File: src/rtl/clkdiv_reload.sv
module clkdiv_reload #(
  parameter int ADDR_W = 4,
  parameter int CH     = 1,
  parameter int RW     = 6
) (
  input  logic              clk,
  input  logic              rst_n,
  input  logic [ADDR_W-1:0] addr,
  input  logic              wr_en,
  input  logic [31:0]       wdata,
  output logic [31:0]       rdata,
  output logic              clk_out
);
  localparam int EN_BIT   = 24 + CH;
  localparam int TRIG_BIT = 8;
  localparam int R_LSB    = 8 * CH;
  localparam logic [ADDR_W-1:0] CTRL_ADR  = ADDR_W'(0);
  localparam logic [ADDR_W-1:0] RATIO_ADR = ADDR_W'(8);
  localparam logic [RW-1:0] RESET_RATIO = RW'(4);

  logic [8:0]    req_q;
  logic          en_q, trig_d_q, pend_q;
  logic [RW-1:0] stage_q, act_q, pend_r_q, cnt_q;

  wire wr_ctrl  = wr_en && (addr == CTRL_ADR);
  wire wr_ratio = wr_en && (addr == RATIO_ADR);
  wire legal    = (stage_q == RW'(4)) || (stage_q == RW'(5)) ||
                  (stage_q == RW'(6)) || (stage_q == RW'(8));
  wire reload   = req_q[TRIG_BIT] && !trig_d_q && req_q[CH];
  wire last     = (cnt_q == act_q - RW'(1));
  wire swap     = pend_q && (!en_q || last);

  always_ff @(posedge clk or negedge rst_n) begin
    if (!rst_n) begin
      req_q    <= '0;
      en_q     <= 1'b0;
      stage_q  <= '0;
      trig_d_q <= 1'b0;
    end else begin
      trig_d_q <= req_q[TRIG_BIT];
      if (wr_ctrl) begin
        req_q <= wdata[8:0];
        en_q  <= wdata[EN_BIT];
      end
      if (wr_ratio) stage_q <= wdata[R_LSB +: RW];
    end
  end

  always_ff @(posedge clk or negedge rst_n) begin
    if (!rst_n) begin
      pend_q   <= 1'b0;
      pend_r_q <= RESET_RATIO;
      act_q    <= RESET_RATIO;
      cnt_q    <= '0;
    end else begin
      if (reload && legal) begin
        pend_q   <= 1'b1;
        pend_r_q <= stage_q;
      end else if (swap) begin
        pend_q <= 1'b0;
      end
      if (swap) act_q <= pend_r_q;
      if (!en_q || last) cnt_q <= '0;
      else               cnt_q <= cnt_q + RW'(1);
    end
  end

  assign clk_out = en_q && (cnt_q >= (act_q - (act_q >> 1)));

  always_comb begin
    rdata = '0;
    if (addr == CTRL_ADR) begin
      rdata[8:0]    = req_q;
      rdata[EN_BIT] = en_q;
    end else if (addr == RATIO_ADR) begin
      rdata[R_LSB +: RW] = stage_q;
    end
  end
endmodule


File: config.mk
export PLATFORM = sky130hd
export DESIGN_NAME = clkdiv_reload
export DESIGN_NICKNAME = d
export VERILOG_FILES = /design/src/rtl/clkdiv_reload.sv
export SDC_FILE = /design/constraint.sdc
export NUM_CORES = 1
export LEC_CHECK = 0
export ABC_AREA = 1
export BUFFER_PORTS_ARGS = -buffer_cell sky130_fd_sc_hd__buf_2
export CORE_MARGIN = 5
export CORE_UTILIZATION = 53
export CTS_BUF_LIST = sky130_fd_sc_hd__clkbuf_8
export CTS_CLUSTER_DIAMETER = 120
export CTS_CLUSTER_SIZE = 20
export DETAILED_ROUTE_END_ITERATION = 8
export PLACE_DENSITY_LB_ADDON = 0.05
export SYNTH_ARGS = -nofsm -noshare
export SYNTH_HDL_FRONTEND = slang
export SYNTH_SLANG_ARGS = --single-unit
export TNS_END_PERCENT = 5
File: constraint.sdc
create_clock -name clk -period 2.7 [get_ports clk]
set_input_delay 0.135 -clock clk [delete_from_list [all_inputs] [get_ports clk]]
set_output_delay 0.135 -clock clk [all_outputs]
set_load 0.01 [all_outputs]
==> impl_metrics.tcl, run 1 <==
set metrics [dict create \
    synth_cell_types 32 \
    tightest_slew_ns 0.802 \
    totalWireLength_um 4450 \
    root_buffer "clkbuf_8" \
    cts_tree "built" \
    crit_arrival_ns 2.71 \
    initial_core_util_pct 53.8 \
    violations "setup timing" \
    drtPass1Iterations 4 \
    numCtsBuffers 5 \
    finalMaxSlewViolations 0 \
    avgSynthCellArea_um2 7.89 \
    final_core_util_pct 62.7 \
    crit_buf_inv 5 \
    grt_max_degree 37 \
    drive_above_1_share_pct 25.7 \
    netlist_top_cells_area "dfrtp_1 37%, nand2_1 9.9%, ha_1 9.7%, inv_1 6.8%, nor2_1 6.7%" \
    rsz0062_at_grt "true" \
    synth_edf_count 0 \
    met3WireLength_um 214 \
    io_pins 72 \
    fmax_mhz 352 \
    antenna_found_initial 0 \
    met2_length_um 2100 \
    io_buffers 37 \
    core_um2 4290 \
    die-area_um2 5780 \
    fin_crit_ns 2.84 \
    synthesis.area_um2 2310 \
    cp_max_fo 4 \
    yosys_warnings 0 \
    slew_headroom_pct 46.5 \
    ys_ff_latch 36 \
    num_vias 1853 \
    synth_flop_cell "dfrtp_1" \
    crit_family "adder cells" \
    avgRoutedWirePerCell_um 11.3 \
    p_leak_nw 1.50 \
    place.gp.congestion 0.850 \
    grt_pass1_wl_um 7670 \
    final_critical_path_setup_slack_ns -0.142 \
    vias_per_cell 4.69 \
    diodes 0 \
    drt_iter0_drc 57 \
    cts.path.max_buffers 2 \
    top_layer "met4" \
    nets 400 \
    setup_viol 1 \
    yosysTopAreaCell "dfrtp_1" \
    drv_cap 0 \
    met1Wirelength_um 2050 \
    stdcell_count 395 \
    slowest_stage "dfstp_2" \
    rows 24 \
    start_kind "flop" \
    final.setup_skew_ns 0.00351 \
    hpwl_um 3330 \
    cts-htree-levels 2 \
    crit_chain "inv_2 -> buf_6 -> fa_1 -> a21oi_2 -> o21ai_1 -> xnor2_1 -> ha_1 -> nand2_2 -> inv_2 -> o211ai_1 -> o2111ai_1 -> nand2_1 -> inv_1 -> buf_2" \
    async_flop_share_pct 100 \
    yosys.area.top_type_share_pct 36.8 \
    antenna_left 0 \
    area_growth_pct 16.5 \
    slowest_delay_ns 0.54 \
    clk_pin_slew_ns 0.07 \
    die_w_um 76.0 \
    cts.sinks 36 \
    cp_common_cell "inv_2" \
    clock_latency_ns 0.28 \
    hp-class "in2reg" \
    dpl.cell_count 381 \
    groute.usage.overall_pct 15.8 \
    power_density_nw_per_um2 564 \
    netlist_instances 293 \
    peakVddDrop_uv 374 \
    die_h_um 76.0 \
    worstPathRequired_ns 2.57 \
    critical_path_class "reg2out" \
    grt_pass1_vias 1764 \
    drc 0 \
    fin_crit_sh_pct 105 \
    grt_overflow 0 \
    critPathCaptureType "output port" \
    ys_seq_area_share_pct 39.1 \
    status "finished with violations" \
    hold_viol_final 0 \
]
cells in the final DEF (no fill, tap or decap), types with 3 or more instances in the layout:
cell	instances
ha_1	15
nand3_2	4
xor2_1	5
buf_2	37
dfrtp_1	33
nand4_1	3
a21oi_1	16
inv_2	5
nor2_1	40
buf_4	8
inv_1	41
o21ai_0	9
clkbuf_8	6
nand2_2	9
a21oi_2	4
nand3_1	9
nand2_1	56
conb_1	17
area by class of cell:
| type | instances | area, µm² |
|---|---|---|
| Clock buffer | 6 | 82.6 |
| Clock inverter | 2 | 7.51 |
| Fill cell | 420 | 1600 |
| Inverter | 45 | 169 |
| Multi-Input combinational cell | 206 | 1190 |
| Sequential cell | 36 | 905 |
| Tap cell | 52 | 65.1 |
| Timing Repair Buffer | 48 | 278 |
worst register-to-register path: stages, from the launching register on:
cell	delay, ns
dfstp_2	0.54
inv_2	0.05
buf_6	0.13
buf_4	0.13
ha_1	0.21
nand4_1	0.09
nand2_1	0.07
nor2_2	0.12
nand2_2	0.08
nand2_4	0.17
nand2_2	0.13
nand2_1	0.09
nand2_1	0.05
power by group:
part           internal [mW]  switching, mW  total [mW]
clock                  0.200          0.175       0.376
combinational          0.178          0.260       0.438
sequential             0.632         0.0741       0.706
total                   1.01          0.509        1.52
sequential cells by signal, indices dropped and copies added (netlist names):
| register | flops |
|---|---|
| pend_q | 1 |
| act_q | 6 |
| stage_q | 6 |
| cnt_q | 6 |
| pend_r_q | 6 |
| trig_d_q | 1 |
| en_q | 1 |
| req_q | 9 |
cells by family after synthesis:
| kind of cell | share of synthesized area, % |
|---|---|
| AOI/OAI and AO/OA | 7.69 |
| xor gates and xnor gates | 2.65 |
| adders and majority gates | 10.6 |
| buffers and inverters | 14.7 |
| DFF | 39.1 |
| other | 0.162 |
| and+or+nand+nor | 25.1 |
synthesized netlist by cell type, types with 4 or more instances:
library cell	count
inv_1	42
xor2_1	5
nand3_1	9
nand2_2	4
nor2_1	41
a21oi_1	19
buf_4	17
ha_1	18
nand2_1	61
o21ai_0	10
dfrtp_1	34
nand3_2	4
worst paths after layout:
| kind | startpoint | end | slack [ns] | cells past startpoint |
|---|---|---|---|---|
| setup / recovery | act_q[2]$_DFFE_PN1P_ | clk_out | -0.14 | 14 |
| hold / removal | wdata[7] | req_q[7]$_DFFE_PN0P_ | 0.1 | 3 |
| setup reg to reg | act_q[2]$_DFFE_PN1P_ | act_q[5]$_DFFE_PN0P_ | 0.73 | 12 |
| hold reg to reg | req_q[8]$_DFFE_PN0P_ | trig_d_q$_DFF_PN0_ | 0.45 | 0 |
| max in group asynchronous | rst_n | act_q[1]$_DFFE_PN0P_ | 1.65 | 2 |
| min in group asynchronous | rst_n | cnt_q[3]$_DFF_PN0_ | 0.49 | 2 |
timing repair:
| item | 4_1_cts | 5_1_grt |
|---|---|---|
| hold buffers | 1 | 0 |
| hold endpoints to repair | 34 | 0 |
| setup buffers | 4 | 1 |
| gates resized for setup | 8 | 12 |
| setup endpoints to repair | 1 | 1 |
| pin swaps | 9 | 10 |
per-stage QoR:
stage	setup slack, ns	power (mW)	TNS (ns)	hold slack, ns	area (µm²)
floorplan	0.269	1.05	0	-0.161	2370
finish	-0.142	1.52	-0.142	0.0990	2690
CTS	-0.161	1.53	-0.161	0.0931	2660
global route	-0.300	1.65	-0.300	0.0968	2690
global placement	0.0832	1.13	0	0.263	2490
detailed placement	0.0496	1.14	0	0.263	2490
routing by layer:
layer  vias up  global-route usage, %
met5         -                      0
met4         0                   5.34
met3         8                   3.90
met2        42                   26.3
met1       829                   19.8
li1        974                      -
No activity file was read; power rests on OpenSTA's default activity.
==> run 2: changes to the inputs <==
Settings changed: CORE_ASPECT_RATIO set to 0.6.
==> run 2 against run 1 <==
  * The flow still finishes with violations (setup timing)
  * Register-to-register slack got worse by 0.02 ns
  * Core utilization rose by 2.9 points
  * Via count fell by 1.1%
  * Critical path type unchanged
  * Critical endpoint unchanged
  * Largest cell class unchanged
==> impl_metrics.tcl, run 2 (same netlist as run 1, synthesis figures left out) <==
set metrics [dict create \
    slowest_stage "dfstp_2" \
    groute.usage.overall_pct 17.9 \
    p_leak_nw 1.51 \
    pwr-share-clk_pct 24.0 \
    hp-start "wdata[7]" \
    net-switching-power_uw 552 \
    die-area_um2 5820 \
    tightest_slew_ns 0.777 \
    final_common_cell "nand2_1" \
    cp_max_fo 4 \
    antenna_found_initial 0 \
    final_critical_path_setup_slack_ns -0.203 \
    grt_pass1_vias 1620 \
    io_buffers 37 \
    clock_latency_ns 0.29 \
    top_register "req_q" \
    fin_crit_sh_pct 108 \
    grt_overflow 0 \
    largest_reg_flops 9 \
    start_kind "flop" \
    layout_common_cells "59 x nand2_1, 41 x inv_1, 40 x nor2_1" \
    setup.worst_path.start "act_q[2]$_DFFE_PN1P_" \
    die_h_um 61.2 \
    hp-class "in2reg" \
    reg2reg_from "act_q[0]$_DFFE_PN0P_" \
    rsz0062_at_grt "true" \
    slew_headroom_pct 48.2 \
    swShare_pct 34.7 \
    place.gp.congestion 0.822 \
    dp_slack_ns 0.0540 \
    numCtsBuffers 5 \
    crit_chain "inv_2 -> buf_6 -> fa_2 -> a21oi_1 -> o21ai_0 -> xnor2_1 -> ha_1 -> nand2_2 -> buf_4 -> o2111ai_2 -> nand2_1 -> inv_1 -> buf_6" \
    totalWireLength_um 4860 \
    violations "setup timing" \
    pwr-share-comb_pct 31.0 \
    fill_cells 369 \
    root_buffer "clkbuf_8" \
    cts.path.max_buffers 2 \
    cts_tree "built" \
    cts.sinks 36 \
    rows 18 \
    drt_iter0_drc 69 \
    worst_hold_slack_ns 0.0899 \
    status "finished with violations" \
    drv_cap 0 \
    critPathCaptureType "output port" \
    fin_crit_ns 2.90 \
    drive_above_1_share_pct 25.5 \
    grt_pass1_wl_um 7700 \
    drtPass1Iterations 4 \
    diodes 0 \
    fmax_mhz 344 \
    peakVddDrop_uv 425 \
    initial_core_util_pct 55.5 \
    hpwl_um 3570 \
    antenna_left 0 \
    worstPathRequired_ns 2.57 \
    power_density_nw_per_um2 582 \
    area_growth_pct 18.4 \
    cts-htree-levels 2 \
    num_vias 1833 \
    slowest_delay_ns 0.54 \
    drc 0 \
    vias_per_cell 4.53 \
    io_pins 72 \
    critical_path_class "reg2out" \
    die_w_um 95.2 \
    setup_viol 1 \
    grt_max_degree 37 \
    crit_arrival_ns 2.77 \
    clk_pin_slew_ns 0.07 \
    final.setup_skew_ns 0.00479 \
    cell_internal_pwr_mw 1.04 \
    finalMaxSlewViolations 0 \
    nets 402 \
    cp_common_cell "buf_6" \
    core_um2 4170 \
    avgRoutedWirePerCell_um 12.0 \
    pwr-share-seq_pct 44.9 \
    hold_viol_final 0 \
]
run 2: path summary, 6_finish.rpt:
check	end	slack (ns)	cells past startpoint
setup / recovery	clk_out	-0.20	13
hold / removal	req_q[7]$_DFFE_PN0P_	0.09	3
setup reg to reg	act_q[0]$_DFFE_PN0P_	0.71	11
hold reg to reg	trig_d_q$_DFF_PN0_	0.45	0
max in group asynchronous	act_q[1]$_DFFE_PN0P_	1.68	2
min in group asynchronous	req_q[6]$_DFFE_PN0P_	0.48	2
run 2: timing repair:
| item | CTS | global route |
|---|---|---|
| endpoints found under the setup margin | 1 | 1 |
| gates resized for setup | 10 | 9 |
| buffers inserted | 4 | 4 |
| hold endpoints to repair | 34 | 0 |
| hold buffers | 1 | 0 |
| pin swaps | 14 | 13 |
run 2: final cells by class:
class	instances	area [µm²]	share of cell area, %
Sequential cell	36	905	33.1
Timing Repair Buffer	50	295	10.8
Clock buffer	6	82.6	3.02
Clock inverter	2	7.51	0.274
Multi-Input combinational cell	206	1200	43.9
Tap cell	60	75.1	2.74
Inverter	45	169	6.18
run 2: through the flow:
| stage | power (mW) | instances | TNS [ns] | instance area, µm² | utilization (%) |
|---|---|---|---|---|---|
| floorplan | 1.05 | 309 | 0 | 2370 | - |
| global placement | 1.15 | 388 | 0 | 2490 | 59.8 |
| detailed placement | 1.16 | 388 | 0 | 2490 | 59.8 |
| CTS | 1.58 | 401 | -0.194 | 2670 | 64.0 |
| global route | 1.70 | 405 | -0.315 | 2740 | 65.6 |
| finish | 1.59 | 405 | -0.203 | 2740 | 65.6 |
run 2: routing by layer:
layer / wire (µm) / global-route usage (%) / up-vias
li1: - / - / 983
met5: 0 / 0 / -
met4: 58 / 5.54 / 0
met1: 2560 / 27.9 / 798
met2: 1880 / 23.5 / 45
met3: 355 / 5.37 / 7
run 2: worst max-delay path: cells and delay by family (launching register included):
family | cells | cell delay [ns]
AND/OR/NAND/NOR | 2 | 0.12
adder cells (fa/ha/maj) | 2 | 0.67
AO/OA/AOI/OAI | 3 | 0.51
XOR/XNOR | 1 | 0.16
flip-flops | 1 | 0.54
buffers and inverters | 5 | 0.49
run 2: power by group through the flow:
| stage | sequential [mW] | combinational, mW | clock (mW) |
|---|---|---|---|
| 6_report | 0.715 | 0.494 | 0.382 |
| 5_1_grt | 0.725 | 0.560 | 0.419 |
| 4_1_cts | 0.712 | 0.471 | 0.394 |
| 3_5_place_dp | 0.722 | 0.440 | 0 |
| 3_3_place_gp | 0.721 | 0.428 | 0 |
| 2_1_floorplan | 0.695 | 0.358 | 0 |
